--- src/rtl/mbx_pkg.sv ---
// Shared encodings and the status word layout of the command mailbox.
package mbx_pkg;
    localparam logic [3:0] CODE_RCVD  = 4'h1;
    localparam logic [3:0] CODE_PROC  = 4'h2;
    localparam logic [3:0] CODE_OK    = 4'h4;
    localparam logic [3:0] CODE_ERR   = 4'h8;
    localparam logic [3:0] CODE_BUSY  = 4'hE;
    localparam logic [3:0] CODE_READY = 4'hF;

    // Status word as the host sees it, most significant field first.
    typedef struct packed {
        logic       par;
        logic [4:0] size;
        logic [5:0] opc;
        logic [3:0] code;
    } mbx_status_t;
endpackage

--- src/rtl/mbx_datregs.sv ---
// Data register bank. The host and the controller can both write it, and the
// controller wins a same-cycle collision on one index.
// Assumes N fits the 5-bit byte-count fields (N <= 15).
module mbx_datregs #(
    parameter int N  = 8,
    parameter int W  = 16,
    localparam int IW = $clog2(N)
) (
    input  logic          clk,
    input  logic          rst_n,
    input  logic          h_we,
    input  logic [IW-1:0] h_idx,
    input  logic [W-1:0]  h_wdata,
    input  logic          c_we,
    input  logic [IW-1:0] c_idx,
    input  logic [W-1:0]  c_wdata,
    input  logic [IW-1:0] rd_idx,
    output logic [W-1:0]  rd_data
);
    logic [W-1:0] regs [N];

    for (genvar g = 0; g < N; g++) begin : g_reg
        // One storage word; the controller write takes priority.
        always_ff @(posedge clk) begin
            if (!rst_n)
                regs[g] <= '0;
            else if (c_we && c_idx == IW'(g))
                regs[g] <= c_wdata;
            else if (h_we && h_idx == IW'(g))
                regs[g] <= h_wdata;
        end
    end

    // Read port selection.
    assign rd_data = regs[rd_idx];


    r3_ctl_wins_chk: assert property (@(posedge clk) disable iff (!rst_n)
        (c_we && h_we && c_idx == h_idx) |=> regs[$past(c_idx)] == $past(c_wdata));
endmodule

--- src/rtl/mbx_handshake.sv ---
// Parity-tagged command sequencer. It accepts a command while idle, shows
// received for one cycle, then either finishes a no-op locally or waits in
// processing for the controller. Writes made while a command is in flight
// are dropped and flagged busy. Assumes MAXB < 32 and RSW >= 5.
module mbx_handshake
    import mbx_pkg::*;
#(
    parameter int MAXB = 16,
    parameter int RSW  = 6
) (
    input  logic           clk,
    input  logic           rst_n,
    input  logic           cmd_we,
    input  logic [15:0]    cmd_wdata,
    input  logic           rsp_valid,
    input  logic           rsp_err,
    input  logic [RSW-1:0] rsp_size,
    output mbx_status_t    status,
    output logic [15:0]    cmd_q,
    output logic           in_proc
);
    typedef enum logic [1:0] {PH_IDLE, PH_RCVD, PH_PROC} phase_e;

    phase_e     phase;
    logic       busy_q;
    logic       last_nop0;
    logic       resync_q;
    logic       is_nop0;
    logic       busy_n;
    logic       over;
    logic [4:0] rsz;

    // Classification of the incoming word and of the response.
    assign is_nop0 = !cmd_wdata[15] && (cmd_wdata[5:0] == 6'd0);
    assign busy_n  = busy_q | cmd_we;
    assign over    = rsp_size > RSW'(MAXB);
    assign rsz     = over ? 5'(MAXB) : rsp_size[4:0];
    assign in_proc = (phase == PH_PROC);

    // Phase sequence and the status word it publishes.
    always_ff @(posedge clk) begin
        if (!rst_n) begin
            phase     <= PH_IDLE;
            status    <= '{par: 1'b0, size: 5'd0, opc: 6'd0, code: CODE_READY};
            cmd_q     <= '0;
            busy_q    <= 1'b0;
            last_nop0 <= 1'b0;
            resync_q  <= 1'b0;
        end else begin
            case (phase)
                PH_IDLE: if (cmd_we) begin
                    phase     <= PH_RCVD;
                    cmd_q     <= cmd_wdata;
                    busy_q    <= 1'b0;
                    resync_q  <= last_nop0 && is_nop0;
                    last_nop0 <= is_nop0;
                    status    <= '{par: cmd_wdata[15], size: 5'd0,
                                   opc: cmd_wdata[5:0], code: CODE_RCVD};
                end
                PH_RCVD: begin
                    busy_q <= busy_n;
                    if (cmd_q[5:0] == 6'd0) begin
                        phase       <= PH_IDLE;
                        status.code <= resync_q ? CODE_READY : CODE_OK;
                    end else begin
                        phase       <= PH_PROC;
                        status.code <= busy_n ? CODE_BUSY : CODE_PROC;
                    end
                end
                PH_PROC: begin
                    if (rsp_valid) begin
                        phase       <= PH_IDLE;
                        busy_q      <= 1'b0;
                        status.size <= rsz;
                        status.code <= (over || rsp_err) ? CODE_ERR : CODE_OK;
                    end else if (cmd_we) begin
                        busy_q      <= 1'b1;
                        status.code <= CODE_BUSY;
                    end
                end
                default: phase <= PH_IDLE;
            endcase
        end
    end


    r4_rcvd_one_cycle_chk: assert property (@(posedge clk) disable iff (!rst_n)
        (status.code == CODE_RCVD) |=> (status.code != CODE_RCVD));

    r4_parity_echo_chk: assert property (@(posedge clk) disable iff (!rst_n)
        (phase == PH_IDLE && cmd_we) |=> (status.par == $past(cmd_wdata[15])));

    r6_complete_chk: assert property (@(posedge clk) disable iff (!rst_n)
        (in_proc && rsp_valid) |=> (!in_proc && (status.code == CODE_OK || status.code == CODE_ERR)));

    r7_clamp_chk: assert property (@(posedge clk) disable iff (!rst_n)
        (in_proc && rsp_valid && over) |=> (status.size == 5'(MAXB) && status.code == CODE_ERR));

    r8_nop_local_chk: assert property (@(posedge clk) disable iff (!rst_n)
        (phase == PH_RCVD && cmd_q[5:0] == 6'd0) |=> !in_proc);

    r10_busy_keep_chk: assert property (@(posedge clk) disable iff (!rst_n)
        (in_proc && cmd_we && !rsp_valid) |=> (status.code == CODE_BUSY && $stable(cmd_q)));
endmodule

--- src/rtl/mbx_mailbox.sv ---
// Command mailbox top. It decodes host offsets onto the command, status and
// data registers, and connects the sequencer to the controller interface.
// Assumes OFF_DATA + NREG fits within ADDR_W bits.
module mbx_mailbox
    import mbx_pkg::*;
#(
    parameter int ADDR_W   = 4,
    parameter int NREG     = 8,
    parameter int RSP_W    = 6,
    parameter int OFF_CMD  = 1,
    parameter int OFF_STS  = 2,
    parameter int OFF_DATA = 8,
    localparam int IDX_W   = $clog2(NREG),
    localparam int MAXB    = NREG * 2
) (
    input  logic              clk,
    input  logic              rst_n,
    input  logic              host_we,
    input  logic [ADDR_W-1:0] host_addr,
    input  logic [15:0]       host_wdata,
    output logic [15:0]       host_rdata,
    output logic              ctl_req,
    output logic [5:0]        ctl_opcode,
    output logic [4:0]        ctl_size,
    input  logic              ctl_rsp_valid,
    input  logic              ctl_rsp_err,
    input  logic [RSP_W-1:0]  ctl_rsp_size,
    input  logic              ctl_dat_we,
    input  logic [IDX_W-1:0]  ctl_dat_idx,
    input  logic [15:0]       ctl_dat_wdata
);
    logic              hit_cmd;
    logic              hit_sts;
    logic              hit_dat;
    logic [ADDR_W-1:0] dat_off;
    logic [IDX_W-1:0]  dat_idx;
    logic [15:0]       dat_rd;
    logic [15:0]       cmd_q;
    mbx_status_t       status;

    // Offset decode.
    assign hit_cmd = host_addr == ADDR_W'(OFF_CMD);
    assign hit_sts = host_addr == ADDR_W'(OFF_STS);
    assign hit_dat = (host_addr >= ADDR_W'(OFF_DATA)) &&
                     ({1'b0, host_addr} < (ADDR_W + 1)'(OFF_DATA + NREG));
    assign dat_off = host_addr - ADDR_W'(OFF_DATA);
    assign dat_idx = dat_off[IDX_W-1:0];

    mbx_datregs #(.N(NREG), .W(16)) u_dat (
        .clk     (clk),
        .rst_n   (rst_n),
        .h_we    (host_we && hit_dat),
        .h_idx   (dat_idx),
        .h_wdata (host_wdata),
        .c_we    (ctl_dat_we),
        .c_idx   (ctl_dat_idx),
        .c_wdata (ctl_dat_wdata),
        .rd_idx  (dat_idx),
        .rd_data (dat_rd)
    );

    mbx_handshake #(.MAXB(MAXB), .RSW(RSP_W)) u_hs (
        .clk       (clk),
        .rst_n     (rst_n),
        .cmd_we    (host_we && hit_cmd),
        .cmd_wdata (host_wdata),
        .rsp_valid (ctl_rsp_valid),
        .rsp_err   (ctl_rsp_err),
        .rsp_size  (ctl_rsp_size),
        .status    (status),
        .cmd_q     (cmd_q),
        .in_proc   (ctl_req)
    );

    // Controller view of the pending command.
    assign ctl_opcode = cmd_q[5:0];
    assign ctl_size   = cmd_q[10:6];

    // Host read multiplexer.
    always_comb begin
        if (hit_cmd)      host_rdata = cmd_q;
        else if (hit_sts) host_rdata = status;
        else if (hit_dat) host_rdata = dat_rd;
        else              host_rdata = 16'h0000;
    end


    r2_sts_readonly_chk: assert property (@(posedge clk) disable iff (!rst_n)
        (host_we && hit_sts && !ctl_req && status.code == CODE_READY) |=> $stable(status));
endmodule

--- config.mk ---
export PLATFORM = sky130hd
export DESIGN_NAME = mbx_mailbox
export DESIGN_NICKNAME = d
export VERILOG_FILES = /design/src/rtl/mbx_pkg.sv /design/src/rtl/mbx_datregs.sv /design/src/rtl/mbx_handshake.sv /design/src/rtl/mbx_mailbox.sv
export SDC_FILE = /design/constraint.sdc
export NUM_CORES = 1
export LEC_CHECK = 0
export ABC_CLOCK_PERIOD_IN_PS = 11900
export BUFFER_PORTS_ARGS = -buffer_cell sky130_fd_sc_hd__buf_2
export CORE_UTILIZATION = 50
export DETAILED_ROUTE_END_ITERATION = 7
export PLACE_DENSITY_LB_ADDON = 0.05
export SYNTH_ARGS = -nofsm -noshare
export SYNTH_HDL_FRONTEND = slang
export SYNTH_HIERARCHICAL = 1
export SYNTH_SLANG_ARGS = --single-unit
--- constraint.sdc ---
create_clock -name clk -period 11.9 [get_ports clk]
set_input_delay 3.57 -clock clk [delete_from_list [all_inputs] [get_ports clk]]
set_output_delay 3.57 -clock clk [all_outputs]
set_load 0.02 [all_outputs]
==> results <==
- The run finished with clean final reports.
- The number of antenna-violating nets in the routed design is 0.
- The worst path in the final design needs a cycle of ~9.6 ns, including I/O delays and setup.
- The root buffer cell chosen for the clock tree is sky130_fd_sc_hd__clkbuf_16.
- The number of different library cells in the post-synthesis netlist is 60.
- The overall routed net length is roughly 25 mm.
- The share of total power dissipated in sequential elements is roughly 48%.
- Entering global routing, the biggest net connects 63 pins.
- At the pin with the least slew margin, the transition time is between 1 and 1.5 ns.
- The post-synthesis net count is 735.
- The worst endpoint data arrival time is approximately 6.1 ns.
- Once placement completed, the tool counted placed cells totaling between 900 and 1k.
- The reg-to-reg setup timing slack is approximately 9.6 ns.
- On the worst path, the slowest cell contributes a delay of just under 0.7 ns.
- The length of the first detailed-routing pass in iterations is 6.
- Per report_power, the clock group accounts for about two fifths of the total.
- 0 antenna diodes ended up in the layout.
- The worst-case clock skew is approximately 0.0035 ns.
- The worst hold path terminates at u_hs/cmd_q[13].
- The required time of the critical path is 8.33 ns.
- The final setup TNS is 0 ns.
- The library cell occupying the most area in the post-synthesis netlist is sky130_fd_sc_hd__edfxtp_1.
- The worst hold path stage count is 2.
- The source of the worst register-to-register timing path is u_hs/phase[0].
- Setup repair after global routing left no endpoint under its margin.
- The number of sinks on the clock net is about 160.
- The H-tree depth reported by CTS is 4.
- The violation count after the first detailed-route iteration is ~580.
- In this design, the critical path's most frequently occurring cell is sky130_fd_sc_hd__buf_2.
- The category of the worst setup path capture point is a primary output.
- The type of element launching the critical path is an input pin.
- The initial antenna violation count is 0.
- The filler cells instantiated in the layout total 1417.
- The Yosys step of the flow raised 6 warnings.
- The total setup buffers inserted after CTS is 0.
- The maximum vdd drop is between 90 and 100 uV.
- about 80 I/O pins were placed.
- The DRC violation count after routing is 0.
- Counting every instance in the synthesized netlist gives just under 700.
- The overall via count from detail_route is 6258.
- Counting along the longest clock path gives a buffer depth of 2.
- Buffers inserted during clock tree synthesis total 17.
- The count of hold buffers inserted by post-cts repair is 0.
- Summed over all layers, the global routing overflow is 0.
- The first-pass GRT wire length is around 37 mm.
- The leading register cell type out of synthesis is sky130_fd_sc_hd__edfxtp_1.
- The via count of the first global-routing pass is ~6.1k.
- The async set or reset register ratio after synthesis is 0%.
- The number of flops mapped to enable cells by yosys is around 130.
- The clock transition time at the flip-flop clock pins of the worst setup and hold paths is ~0.06 ns.
- The critical path goes through buf_2, buf_4, mux4_2, mux2_2, a22oi_1, a21oi_1, buf_2.
- The sequential element share of the synthesized area is about 53%.
- The share of Yosys cell area claimed by the top area cell type is approximately 45%.
- The reported max-cap violation count is 0.
- The insertion delay to the later sink of the worst-skew pair is ~0.43 ns.
- The number of cell instances on the worst register-to-register path is 6.
- The final hold slack is between 0.4 and 0.5 ns.
- The floorplan step set the die width to approximately 130 um.
- The total area inside the core boundary comes to roughly 17000 um^2.
- The tightest min-delay check is of the flip-flop to flip-flop type.
- The netlist area before placement is roughly 8500 um^2.
- Summed over all nets, the half-perimeter wirelength after detailed placement is 15.1 mm.
- The die covers 17500 um^2.
- The standard-cell row count is 47.
- The finished cells cover approximately 9400 um^2.
- The weighted congestion reported at the end of routability-driven placement is around 0.84.
- TritonCTS built the clock tree.
- The average wire per cell in the routed design is roughly 26 um.
- The via density per instance is 6.65.
- Summing all flip-flop and latch instances after layout gives between 4000 and 5000 um^2.
- The post-cts repair resize count is 0.
- Buffers placed on the I/O ports in this run total between 70 and 80.
- Once placement finished, the instance area stood at around 9000 um^2.
- The critical path start-end classification is input pin to primary output.
- The multi-input combinational cells in the finished layout cover a total of 3580 um^2.
- The combinational share of power is roughly 12%.
- Summed over all cells, the static leakage comes to about 3.4 nW.
- The most common cell in the synthesized netlist is sky130_fd_sc_hd__edfxtp_1.
- The remaining max-slew budget at the tightest pin is roughly 15%.
- Of the total power, the share spent switching nets is between 20% and 30%.
- The synthesis-to-layout area growth is 10.8%.
- The analysis attributes to net switching a power of around 0.00033 W.
- In the final design database the tool counted between 700 and 800 nets.
- The max-slew violation count is 0.
- Of the cells placed in the final design, the portion with a size suffix greater than 1 is between 20% and 30%.
- The count of endpoints failing setup in the final report is 0.
- The internal portion of total power is ~0.001 W.
- The count of endpoints failing hold in the final timing report is 0.
- The number of flip-flops and latches in the synthesized netlist is about 160.
- The die is roughly 130 um tall.
- The worst hold path begins at u_hs/cmd_q[13].
- The average instance in the mapped netlist occupies ~12 um^2.
- The cell with the biggest individual delay on the critical path is sky130_fd_sc_hd__buf_2.
- The largest fanout on the critical path is 25.
- By count the netlist is led by sky130_fd_sc_hd__edfxtp_1, sky130_fd_sc_hd__nand2_1, sky130_fd_sc_hd__a22o_1, sky130_fd_sc_hd__mux4_2, sky130_fd_sc_hd__o22ai_1.
- For this design the ratio of total power to cell area is ~140 nW/um^2.
- The initial core utilization is between 50% and 60%.
- By area the synthesized netlist is led by sky130_fd_sc_hd__edfxtp_1, sky130_fd_sc_hd__a22o_1, sky130_fd_sc_hd__mux4_2.
- In this run the critical register-to-register path is captured at u_hs/status[11].
- Global routing consumed, over all layers together, between 20 and 30% of the routing resources.
- After the flow finishes, the layout carries non-filler instances totaling 941.
- The post-route clock period utilization is around 80%.
- Static timing analysis puts the maximum clock frequency at approximately 0.10 GHz.
## metrics by stage
stage | setup WS [ns] | total power [W] | utilization, %
floorplan | 3.12 | 0.000751 | -
global placement | 2.27 | 0.000805 | 52.9
detailed placement | 2.23 | 0.000808 | 52.9
CTS | 2.22 | 0.00136 | 56.5
global route | 2.07 | 0.00139 | 56.5
finish | 2.27 | 0.00135 | 56.5
## power by group through the flow
stage               logic (W)  registers (W)  clock network [W]
global placement     0.000151       0.000654                  0
finish               0.000155       0.000644           0.000555
detailed placement   0.000153       0.000655                  0
CTS                  0.000154       0.000644           0.000560
floorplan           0.0000996       0.000651                  0
global route         0.000164       0.000647           0.000578
## layout make-up
cell class | instances | share of cell area [%]
sequential | 158 | 47.4
timing repair buffer | 87 | 4.89
clock buffer | 17 | 4.54
tap | 220 | 2.94
clock inverter | 15 | 1.82
multi-input combinational | 439 | 38.2
inverter | 5 | 0.200
## registers in the layout, indices dropped and copies added, names as in the netlist
name / count
u_hs/status: 15
u_dat/regs: 128
u_hs/phase: 2
u_hs/busy_q: 1
u_hs/cmd_q: 10
u_hs/last_nop0: 1
u_hs/resync_q: 1
## cell families (layout without fill, tap and decap cells)
group,Yosys count,count (layout),synth area share (%)
adders and majority gates,4,4,0.591
buffers and inverters,83,124,5.63
AOI/OAI and AO/OA,208,208,20.0
DFF,158,158,52.5
muxes,49,49,10.8
and+or+nand+nor,178,178,10.5
## worst max path at each step
stage,startpoint,endpoint,slack [ns],cells past startpoint
floorplan,host_addr[0],host_rdata[15],3.12,6
global placement,host_addr[0],host_rdata[0],2.27,7
detailed placement,host_addr[0],host_rdata[0],2.23,7
CTS,host_addr[0],host_rdata[0],2.22,7
global route,host_addr[0],host_rdata[0],2.07,7
finish,host_addr[0],host_rdata[0],2.27,7
## critical path, delay by kind of cell
kind | cells | cell delay, ns
buffers and inverters | 3 | 1.29
multiplexers | 2 | 0.85
AO/OA/AOI/OAI | 2 | 0.32
## metal layers
layer | vias up | wire (um) | track usage, %
met5 | - | 0 | 0
met4 | 0 | 737 | 12.5
met3 | 57 | 2370 | 6.50
met2 | 381 | 11700 | 46.4
met1 | 3092 | 9970 | 37.5
li1 | 2728 | - | -
## layout by cell type, fill, tap and decap left out, drive strengths merged, types with 2 or more instances in the layout
| cell type | synthesis | final |
|---|---|---|
| o211ai | 3 | 3 |
| and2b | 2 | 2 |
| nand3 | 10 | 10 |
| edfxtp | 128 | 128 |
| buf | 47 | 87 |
| and3 | 4 | 4 |
| clkinvlp | 0 | 2 |
| clkinv | 0 | 8 |
| and4 | 2 | 2 |
| nor2b | 10 | 10 |
| nor2 | 23 | 23 |
| or4 | 2 | 2 |
| nor4 | 3 | 3 |
| o221ai | 4 | 4 |
| o21ai | 5 | 5 |
| dfxtp | 30 | 30 |
| nor3 | 3 | 3 |
| nand4b | 2 | 2 |
| and2 | 3 | 3 |
| a22oi | 21 | 21 |
| bufinv | 0 | 3 |
| mux2 | 16 | 16 |
| a211oi | 3 | 3 |
| mux4 | 32 | 32 |
| nand2 | 93 | 93 |
| a21boi | 17 | 17 |
| ha | 4 | 4 |
| nand2b | 12 | 12 |
| a21oi | 19 | 19 |
| a311oi | 3 | 3 |
| o22ai | 32 | 32 |
| inv | 5 | 7 |
| or4b | 2 | 2 |
| clkbuf | 31 | 17 |
| a22o | 96 | 96 |
Note: power is estimated with default switching activity, not from simulation.
